===== src/rtl/atomic_lock_pkg.sv =====
// Package: shared types for the atomic lock table.
// Assumes: nothing beyond the standard language.
package atomic_lock_pkg;

    // Outcome the controller decides for the current cycle.
    typedef enum logic [2:0] {
        OP_IDLE    = 3'd0,
        OP_LOCK    = 3'd1,
        OP_RELEASE = 3'd2,
        OP_WIPE    = 3'd3,
        OP_FAULT   = 3'd4
    } lock_op_e;

endpackage


===== src/rtl/atomic_lock_slot.sv =====
// Module: one lock slot. Holds a valid flag and a line address, and
// compares that address with the release address and with the external
// request address.
// Assumes: load, drop and wipe come from the controller and load/drop
// are never both high in a cycle; wipe has priority.
module atomic_lock_slot #(
    parameter int ADDR_W = 32
) (
    input  logic              clk,
    input  logic              rst_n,
    input  logic              load,
    input  logic              drop,
    input  logic              wipe,
    input  logic [ADDR_W-1:0] load_addr,
    input  logic [ADDR_W-1:0] rel_addr,
    input  logic [ADDR_W-1:0] ext_addr,
    output logic              held,
    output logic              rel_hit,
    output logic              ext_hit
);

    logic [ADDR_W-1:0] line_q;
    logic              held_q;

    // Purpose: update the valid flag on wipe, load or drop.
    always_ff @(posedge clk) begin
        if (!rst_n) begin
            held_q <= 1'b0;
        end else if (wipe) begin
            held_q <= 1'b0;
        end else if (load) begin
            held_q <= 1'b1;
        end else if (drop) begin
            held_q <= 1'b0;
        end
    end

    // Purpose: capture the line address when the slot is filled.
    always_ff @(posedge clk) begin
        if (!rst_n) begin
            line_q <= '0;
        end else if (load && !wipe) begin
            line_q <= load_addr;
        end
    end

    // Purpose: address comparisons, qualified by the valid flag.
    always_comb begin
        held    = held_q;
        rel_hit = held_q && (line_q == rel_addr);
        ext_hit = held_q && (line_q == ext_addr);
    end

endmodule


===== src/rtl/atomic_lock_ctrl.sv =====
// Module: controller for the lock table. Decides each cycle whether to
// wipe, lock, release or flag a fault. Keeps the outstanding count and
// the sticky error flag, and produces one-hot load/drop selects.
// Assumes: held and rel_hit are registered slot outputs from this cycle.
module atomic_lock_ctrl
    import atomic_lock_pkg::*;
#(
    parameter int SLOTS = 4,
    parameter int CNT_W = $clog2(SLOTS + 1)
) (
    input  logic             clk,
    input  logic             rst_n,
    input  logic             lock_vld,
    input  logic             rel_vld,
    input  logic             clr_all,
    input  logic             core_req_vld,
    input  logic             core_req_atomic,
    input  logic [SLOTS-1:0] held,
    input  logic [SLOTS-1:0] rel_hit,
    output logic [SLOTS-1:0] load_sel,
    output logic [SLOTS-1:0] drop_sel,
    output logic             wipe,
    output logic [CNT_W-1:0] count,
    output logic             err
);

    localparam logic [CNT_W-1:0] FULL = CNT_W'(SLOTS);

    logic [CNT_W-1:0] count_q;
    logic             err_q;
    logic             flush;
    logic             target_free;
    logic             lock_ok;
    logic             rel_ok;
    logic [SLOTS-1:0] first_hit;
    lock_op_e         op;

    // Purpose: detect a non-atomic core request that drops all pins.
    always_comb begin
        flush = core_req_vld && !core_req_atomic && (count_q != '0);
        wipe  = clr_all || flush;
    end

    // Purpose: check whether the slot the next lock targets is empty.
    always_comb begin
        target_free = 1'b0;
        for (int i = 0; i < SLOTS; i++) begin
            if (count_q == CNT_W'(i)) begin
                target_free = !held[i];
            end
        end
    end

    // Purpose: pick the lowest-numbered matching slot for a release.
    always_comb begin
        logic found;
        found     = 1'b0;
        first_hit = '0;
        for (int i = 0; i < SLOTS; i++) begin
            if (rel_hit[i] && !found) begin
                first_hit[i] = 1'b1;
                found        = 1'b1;
            end
        end
    end

    // Purpose: decide whether each command is legal this cycle.
    always_comb begin
        lock_ok = lock_vld && !rel_vld && (count_q < FULL) && target_free;
        rel_ok  = rel_vld && !lock_vld && (count_q != '0) && (|rel_hit);
    end

    // Purpose: settle the single operation for this cycle, by priority.
    always_comb begin
        if (wipe) begin
            op = OP_WIPE;
        end else if (lock_ok) begin
            op = OP_LOCK;
        end else if (rel_ok) begin
            op = OP_RELEASE;
        end else if (lock_vld || rel_vld) begin
            op = OP_FAULT;
        end else begin
            op = OP_IDLE;
        end
    end

    // Purpose: steer the slot selects from the chosen operation.
    always_comb begin
        load_sel = '0;
        drop_sel = '0;
        for (int i = 0; i < SLOTS; i++) begin
            load_sel[i] = (op == OP_LOCK) && (count_q == CNT_W'(i));
        end
        if (op == OP_RELEASE) begin
            drop_sel = first_hit;
        end
    end

    // Purpose: keep the outstanding count.
    always_ff @(posedge clk) begin
        if (!rst_n) begin
            count_q <= '0;
        end else begin
            case (op)
                OP_WIPE:    count_q <= '0;
                OP_LOCK:    count_q <= count_q + 1'b1;
                OP_RELEASE: count_q <= count_q - 1'b1;
                default:    count_q <= count_q;
            endcase
        end
    end

    // Purpose: sticky error, cleared only by reset or the clear command.
    always_ff @(posedge clk) begin
        if (!rst_n) begin
            err_q <= 1'b0;
        end else if (clr_all) begin
            err_q <= 1'b0;
        end else if (op == OP_FAULT) begin
            err_q <= 1'b1;
        end
    end

    assign count = count_q;
    assign err   = err_q;

endmodule


===== src/rtl/atomic_lock_table.sv =====
// Module: top of the atomic lock table. Instantiates one slot per lock
// and the controller, and forms the combinational deferral answer.
// Assumes: lock, release and clear are single-cycle pulses; ext_addr is
// stable while ext_vld is high within a cycle.
module atomic_lock_table #(
    parameter int ADDR_W = 32,
    parameter int SLOTS  = 4,
    parameter int CNT_W  = $clog2(SLOTS + 1)
) (
    input  logic              clk,
    input  logic              rst_n,
    input  logic              lock_vld,
    input  logic [ADDR_W-1:0] lock_addr,
    input  logic              rel_vld,
    input  logic [ADDR_W-1:0] rel_addr,
    input  logic              clr_all,
    input  logic              core_req_vld,
    input  logic              core_req_atomic,
    input  logic              ext_vld,
    input  logic [ADDR_W-1:0] ext_addr,
    output logic              ext_defer,
    output logic [SLOTS-1:0]  held_mask,
    output logic [CNT_W-1:0]  lock_count,
    output logic              err
);

    logic [SLOTS-1:0] held;
    logic [SLOTS-1:0] rel_hit;
    logic [SLOTS-1:0] ext_hit;
    logic [SLOTS-1:0] load_sel;
    logic [SLOTS-1:0] drop_sel;
    logic             wipe;

    // One slot per lock entry.
    for (genvar g = 0; g < SLOTS; g++) begin : g_slot
        atomic_lock_slot #(
            .ADDR_W (ADDR_W)
        ) u_slot (
            .clk       (clk),
            .rst_n     (rst_n),
            .load      (load_sel[g]),
            .drop      (drop_sel[g]),
            .wipe      (wipe),
            .load_addr (lock_addr),
            .rel_addr  (rel_addr),
            .ext_addr  (ext_addr),
            .held      (held[g]),
            .rel_hit   (rel_hit[g]),
            .ext_hit   (ext_hit[g])
        );
    end

    atomic_lock_ctrl #(
        .SLOTS (SLOTS),
        .CNT_W (CNT_W)
    ) u_ctrl (
        .clk             (clk),
        .rst_n           (rst_n),
        .lock_vld        (lock_vld),
        .rel_vld         (rel_vld),
        .clr_all         (clr_all),
        .core_req_vld    (core_req_vld),
        .core_req_atomic (core_req_atomic),
        .held            (held),
        .rel_hit         (rel_hit),
        .load_sel        (load_sel),
        .drop_sel        (drop_sel),
        .wipe            (wipe),
        .count           (lock_count),
        .err             (err)
    );

    // Purpose: hold back an external request that hits any held slot.
    always_comb begin
        ext_defer = ext_vld && (|ext_hit);
        held_mask = held;
    end

endmodule


===== config.mk =====
export PLATFORM = sky130hd
export DESIGN_NAME = atomic_lock_table
export DESIGN_NICKNAME = d
export VERILOG_FILES = /design/src/rtl/atomic_lock_pkg.sv /design/src/rtl/atomic_lock_slot.sv /design/src/rtl/atomic_lock_ctrl.sv /design/src/rtl/atomic_lock_table.sv
export SDC_FILE = /design/constraint.sdc
export NUM_CORES = 1
export LEC_CHECK = 0
export BUFFER_PORTS_ARGS = -buffer_cell sky130_fd_sc_hd__buf_2
export CORE_MARGIN = 2
export CORE_UTILIZATION = 63
export DETAILED_ROUTE_END_ITERATION = 6
export PLACE_DENSITY = 0.86
export SLEW_MARGIN = 30
export SYNTH_ARGS = -nofsm -noshare
export SYNTH_HDL_FRONTEND = slang
export SYNTH_SLANG_ARGS = --single-unit

===== constraint.sdc =====
create_clock -name clk -period 3.55 [get_ports clk]
set_input_delay 0.355 -clock clk [delete_from_list [all_inputs] [get_ports clk]]
set_output_delay 0.355 -clock clk [all_outputs]
set_load 0.02 [all_outputs]

==> results of run 1 <==
cells in the mapped netlist (3+ instances only):
cell	n
a21oi_1	4
nor3_1	7
dfxtp_1	136
clkbuf_1	70
nand2_1	266
nand3_1	13
a21boi_0	123
inv_1	7
buf_2	9
nand4_1	44
nor4_1	30
nor2b_1	3
a21boi_1	5
ha_1	6
and3_1	5
xnor2_1	178
xor2_1	78
buf_4	4
flip-flops by register name, indices dropped and copies added (netlist names):
name,count
u_ctrl.count,3
u_ctrl.err,1
g_slot.u_slot.held,4
g_slot.u_slot.line_q,128
worst max-delay path, stage by stage, from the launching register on:
cell and delay (ns):
dfxtp_1 0.34, xnor2_1 0.41, nand4_1 0.15, nor4_1 0.52
nand4_1 0.16, nor4_1 0.31, o41a_1 0.23, buf_2 0.17
layer usage:
layer / vias to the layer above / routed length [um]
li1: 3452 / -
met1: 3629 / 11970
met2: 497 / 12900
met3: 109 / 2857
met4: 0 / 1603
met5: - / 0
path summary, 6_finish.rpt:
| path | from | endpoint | slack [ns] | depth (start not counted) |
|---|---|---|---|---|
| worst max-delay path | g_slot[1].u_slot.line_q[1]$_SDFFE_PN0P_ | ext_defer | 0.45 | 7 |
| worst min-delay path | lock_addr[8] | g_slot[0].u_slot.line_q[8]$_SDFFE_PN0P_ | 0.18 | 3 |
| worst max register to register | g_slot[1].u_slot.line_q[11]$_SDFFE_PN0P_ | u_ctrl.count[1]$_SDFFE_PN0P_ | 0.75 | 7 |
| worst min register to register | u_ctrl.err$_SDFFE_PP0N_ | u_ctrl.err$_SDFFE_PP0N_ | 0.49 | 1 |
report_power, final:
group	internal (mW)	leakage (nW)	switching (mW)	total, mW
registers	1.54	1.10	0.0221	1.56
clock network	1.28	0.314	0.706	1.99
logic	0.187	1.90	0.285	0.472
total	3.01	3.31	1.01	4.03
cell type report:
class,count,share of cell area (%)
clock buffers,21,4.877
well taps,172,2.279
flip-flops and latches,136,28.84
repair buffers,126,7.315
inverters,7,0.2783
clock inverters,10,2.041
multi-input cells,787,54.35
diodes,1,0.02650
through the flow:
| step | setup WS [ns] | hold slack (ns) | total power, mW | cell area, um2 |
|---|---|---|---|---|
| final | 0.4508 | 0.1850 | 4.027 | 9442 |
| after global routing | 0.4354 | 0.2051 | 4.102 | 9439 |
| after CTS | 0.6043 | 0.1887 | 3.997 | 9419 |
| after detailed placement | 0.7288 | 0.4800 | 2.045 | 8766 |
| after global placement | 0.7471 | 0.4733 | 2.043 | 8766 |
| after floorplan | 1.120 | 0.4714 | 1.848 | 8215 |
cells by family after synthesis:
logic type	count (synthesis)	share of synthesized area (%)
AOI/OAI and AO/OA	148	13.72
xor gates and xnor gates	256	27.29
adders and majority gates	6	0.9138
buffers and inverters	90	4.432
DFF	136	33.14
muxes	1	0.1371
and+or+nand+nor	376	20.36
==> results.cfg, run 1 <==
[finish]
stdcell_count = 1260
multi_input_area_um2 = 5131
mostFrequentLayoutCell = nand2_1
layout-drive-gt1-share_pct = 14.81
final_nets = 1185
seq_area_um2 = 2723
syn2layout_area_growth_pct = 14.93
final_cell_mix = nand2_1 (266), xnor2_1 (178), dfxtp_1 (136)
fin_util_pct = 74.51
fillCellCount = 956

[timing]
hold_viol_final = 0
setup_viol = 0
drv_slew = 0
fmax_mhz = 322.7
skew_ns = 0.006886
fin_crit_ns = 3.099
finalCritPeriodShare_pct = 87.30
rsz0062_at_grt = no
relSlewSlack_pct = 47.75
worst_pin_slew_ns = 0.7766
final.setup.tns_ns = 0

[global_route]
grt_busiest_layer = met2
antenna_found_initial = 1
track_usage_pct = 42.31
overflow = 0
grt_pass1_wl_um = 43790
grt_use_met2_pct = 64.92
grt_pass1_vias = 7344
use_met1_pct = 55.77
use_met3_pct = 9.701
grt_max_degree = 69

[synthesis]
async_flop_share_pct = 0
synth_area_leaders = dfxtp_1 (33%), xnor2_1 (19%), nand2_1 (12%)
synth-main-ff-cell = dfxtp_1
synthCells = 1013
ys.warnings.count = 0
syn_area_um2 = 8215
avgSynthCellArea_um2 = 8.110
synth_top_area_share_pct = 33.14
synth_edf_count = 0
synth_top_cell_by_area = dfxtp_1
synth_seq_area_share_pct = 33.14
synth_seq_cells = 136
ys_types = 39
syn_nets = 1123

[critical_path]
crit_required_ns = 3.19
cp-start-kind = flip-flop
path_max_fanout = 3
crit_type = reg -> out
cp.arrival_ns = 2.74
cp-end-kind = output port

[die]
num_rows = 41
start_util_pct = 64.84
core-area_um2 = 12670
die_y_um = 118.2
num_io_pins = 113
fp.dieW_um = 118.2
die-area_um2 = 13970

[outcome]
status = complete, no violations

[cts]
cts_tree = done
cts_made_buffers = 17
cts_resized = 0
htreeDepth = 4
clk_latency_ns = 0.44
clk_path_buf_depth = 2
root_buffer = clkbuf_16
clk_pin_slew_ns = 0.06
post_cts_buffers = 0
cts.hold.buffers_added = 0
cts_sinks = 136

[placement]
routabilityCongestion = 1.114
placedCellCount = 1227
dp_hpwl_um = 21790
portBuffers = 112

[worst_hold_path]
hp-class = in -> reg

[pwr]
cellPowerDensity_nw_per_um2 = 426.5
p_leak_nw = 3.309
max-vdd-ir-drop_mv = 0.3819

[detailed_routing]
ant_nets = 0
drtPass1Iterations = 7
drtIter0Drc = 1005
vias_per_cell = 6.101
num_vias = 7687
wl_per_cell_um = 23.28
finalWirelength_um = 29330
drc = 0

[job]
maxCapViolations = 0
Note: power is estimated with default switching activity, not from simulation.
==> inputs of run 2 (changes only) <==
Settings changed: CORE_UTILIZATION 63 to 53, PLACE_DENSITY 0.86 to 0.77.
Clock period 3.55 ns to 2.5 ns, I/O delays scaled along.
==> results.cfg, run 2 (synthesis gave the netlist of run 1 again) <==
[outcome]
status = complete, but fails checks
failed_checks = negative setup slack

[placement]
dp_hpwl_um = 22790
place_ws_ns = -0.05583
routabilityCongestion = 1.096
place_area_um2 = 9111
portBuffers = 112

[job]
maxCapViolations = 0

[finish]
final_nets = 1224
fin_util_pct = 66.05
syn2layout_area_growth_pct = 22.22
largest_register_ffs = 128
multi_input_area_um2 = 5395
regMostFlops = g_slot.u_slot.line_q
seq_area_um2 = 2743
mostFrequentLayoutCell = nand2_1
final_cell_mix = nand2_1 (264), xnor2_1 (152), a21boi_0 (123)
layout-drive-gt1-share_pct = 22.72
fillCellCount = 1302
antenna_cells = 0
final_area_um2 = 10040

[detailed_routing]
vias_per_cell = 5.951
num_vias = 7826
drtIter0Drc = 1066
ant_nets = 0
drtPass1Iterations = 6
finalWirelength_um = 31030
wl_per_cell_um = 23.59
drc = 0

[critical_path]
crit_required_ns = 2.25
r2r_slack_ns = 0.07
crit_type = reg -> out
cp-end-kind = output port
path_max_fanout = 2
cp.arrival_ns = 2.32
cp-start-kind = flip-flop

[cts]
cts.hold.buffers_added = 0
clk_path_buf_depth = 2
clk_latency_ns = 0.44
cts_made_buffers = 17
htreeDepth = 4
cts_sinks = 136
clk_pin_slew_ns = 0.07
cts_tree = done
root_buffer = clkbuf_16

[timing]
setup_viol = 1
skew_ns = 0.008198
hold_viol_final = 0
fmax_mhz = 388.4
worst_pin_slew_ns = 0.6894
worst_slack_ns = -0.07455
final.setup.tns_ns = -0.07455
rsz0062_at_grt = yes
drv_slew = 0
fin_crit_ns = 2.575
relSlewSlack_pct = 54.04
finalCritPeriodShare_pct = 103.0

[die]
num_io_pins = 113
num_rows = 45
die-area_um2 = 16510
start_util_pct = 54.04
die_y_um = 128.5
core-area_um2 = 15200
fp.dieW_um = 128.5

[pwr]
max-vdd-ir-drop_mv = 0.6972
cellPowerDensity_nw_per_um2 = 537.1
fin_total_pwr_mw = 5.393
p_leak_nw = 3.653

[global_route]
grt_pass1_wl_um = 44640
grt_max_degree = 76
overflow = 0
track_usage_pct = 37.23
antenna_found_initial = 0
grt_pass1_vias = 7160

[worst_hold_path]
hp-class = in -> reg
## run 2: cell count changes in the layout (fill, tap and decap cells not counted), moves of 8 or more
cell / previous run / this run
xnor2_2: 0 / 26
buf_4: 12 / 44
dfxtp_1: 136 / 122
nor4_1: 30 / 22
dfxtp_2: 0 / 13
xnor2_1: 178 / 152
nor4_2: 0 / 8
## run 2: critical path, stage by stage, from the launching register on
cell and delay (ns):
dfxtp_4 0.36, xnor2_2 0.14, buf_4 0.15, nand4_1 0.10
nor4_2 0.30, buf_4 0.16, nand4_1 0.08, nor4_2 0.18
o41a_1 0.27, buf_6 0.14
## run 2: where the power goes
part / leakage, nW / internal (mW) / total [mW] / switching [mW]
combinational: 2.28 / 0.308 / 0.740 / 0.433
clock: 0.272 / 1.31 / 2.43 / 1.13
sequential: 1.10 / 2.19 / 2.22 / 0.0307
total: 3.65 / 3.80 / 5.39 / 1.59
## run 2: through the flow
| step | hold WS, ns | instances |
|---|---|---|
| floorplan | 0.3848 | 1013 |
| global placement | 0.4703 | 1278 |
| detailed placement | 0.4920 | 1278 |
| CTS | 0.07427 | 1311 |
| global route | 0.07885 | 1315 |
| finish | 0.07724 | 1315 |
## run 2: repair_timing
item / CTS / global route
pin swaps: 17 / 5
cloned: 0 / 2
setup buffers: 1 / 2
setup endpoints to repair: 6 / 104
gates resized for setup: 44 / 15
## run 2: worst paths after layout
| check | startpoint | end | cells past startpoint |
|---|---|---|---|
| max | g_slot[1].u_slot.line_q[1]$_SDFFE_PN0P_ | ext_defer | 9 |
| max reg2reg | g_slot[2].u_slot.line_q[15]$_SDFFE_PN0P_ | u_ctrl.count[2]$_SDFFE_PN0P_ | 8 |
| min | lock_addr[2] | g_slot[2].u_slot.line_q[2]$_SDFFE_PN0P_ | 3 |
| min reg2reg | g_slot[3].u_slot.line_q[17]$_SDFFE_PN0P_ | g_slot[3].u_slot.line_q[17]$_SDFFE_PN0P_ | 2 |
## run 2: cell type report
class	count	share of cell area, %
multi-input cells	787	53.73
clock inverters	15	1.371
well taps	188	2.343
flip-flops and latches	136	27.31
inverters	7	0.2617
repair buffers	165	10.74
clock buffers	17	4.237
## run 2: metal layers
metal  global-route usage [%]  share of wire, %
met1                    50.36                41
met2                    56.13                44
met3                    10.10                10
met4                    15.92               4.7
met5                        0                 0
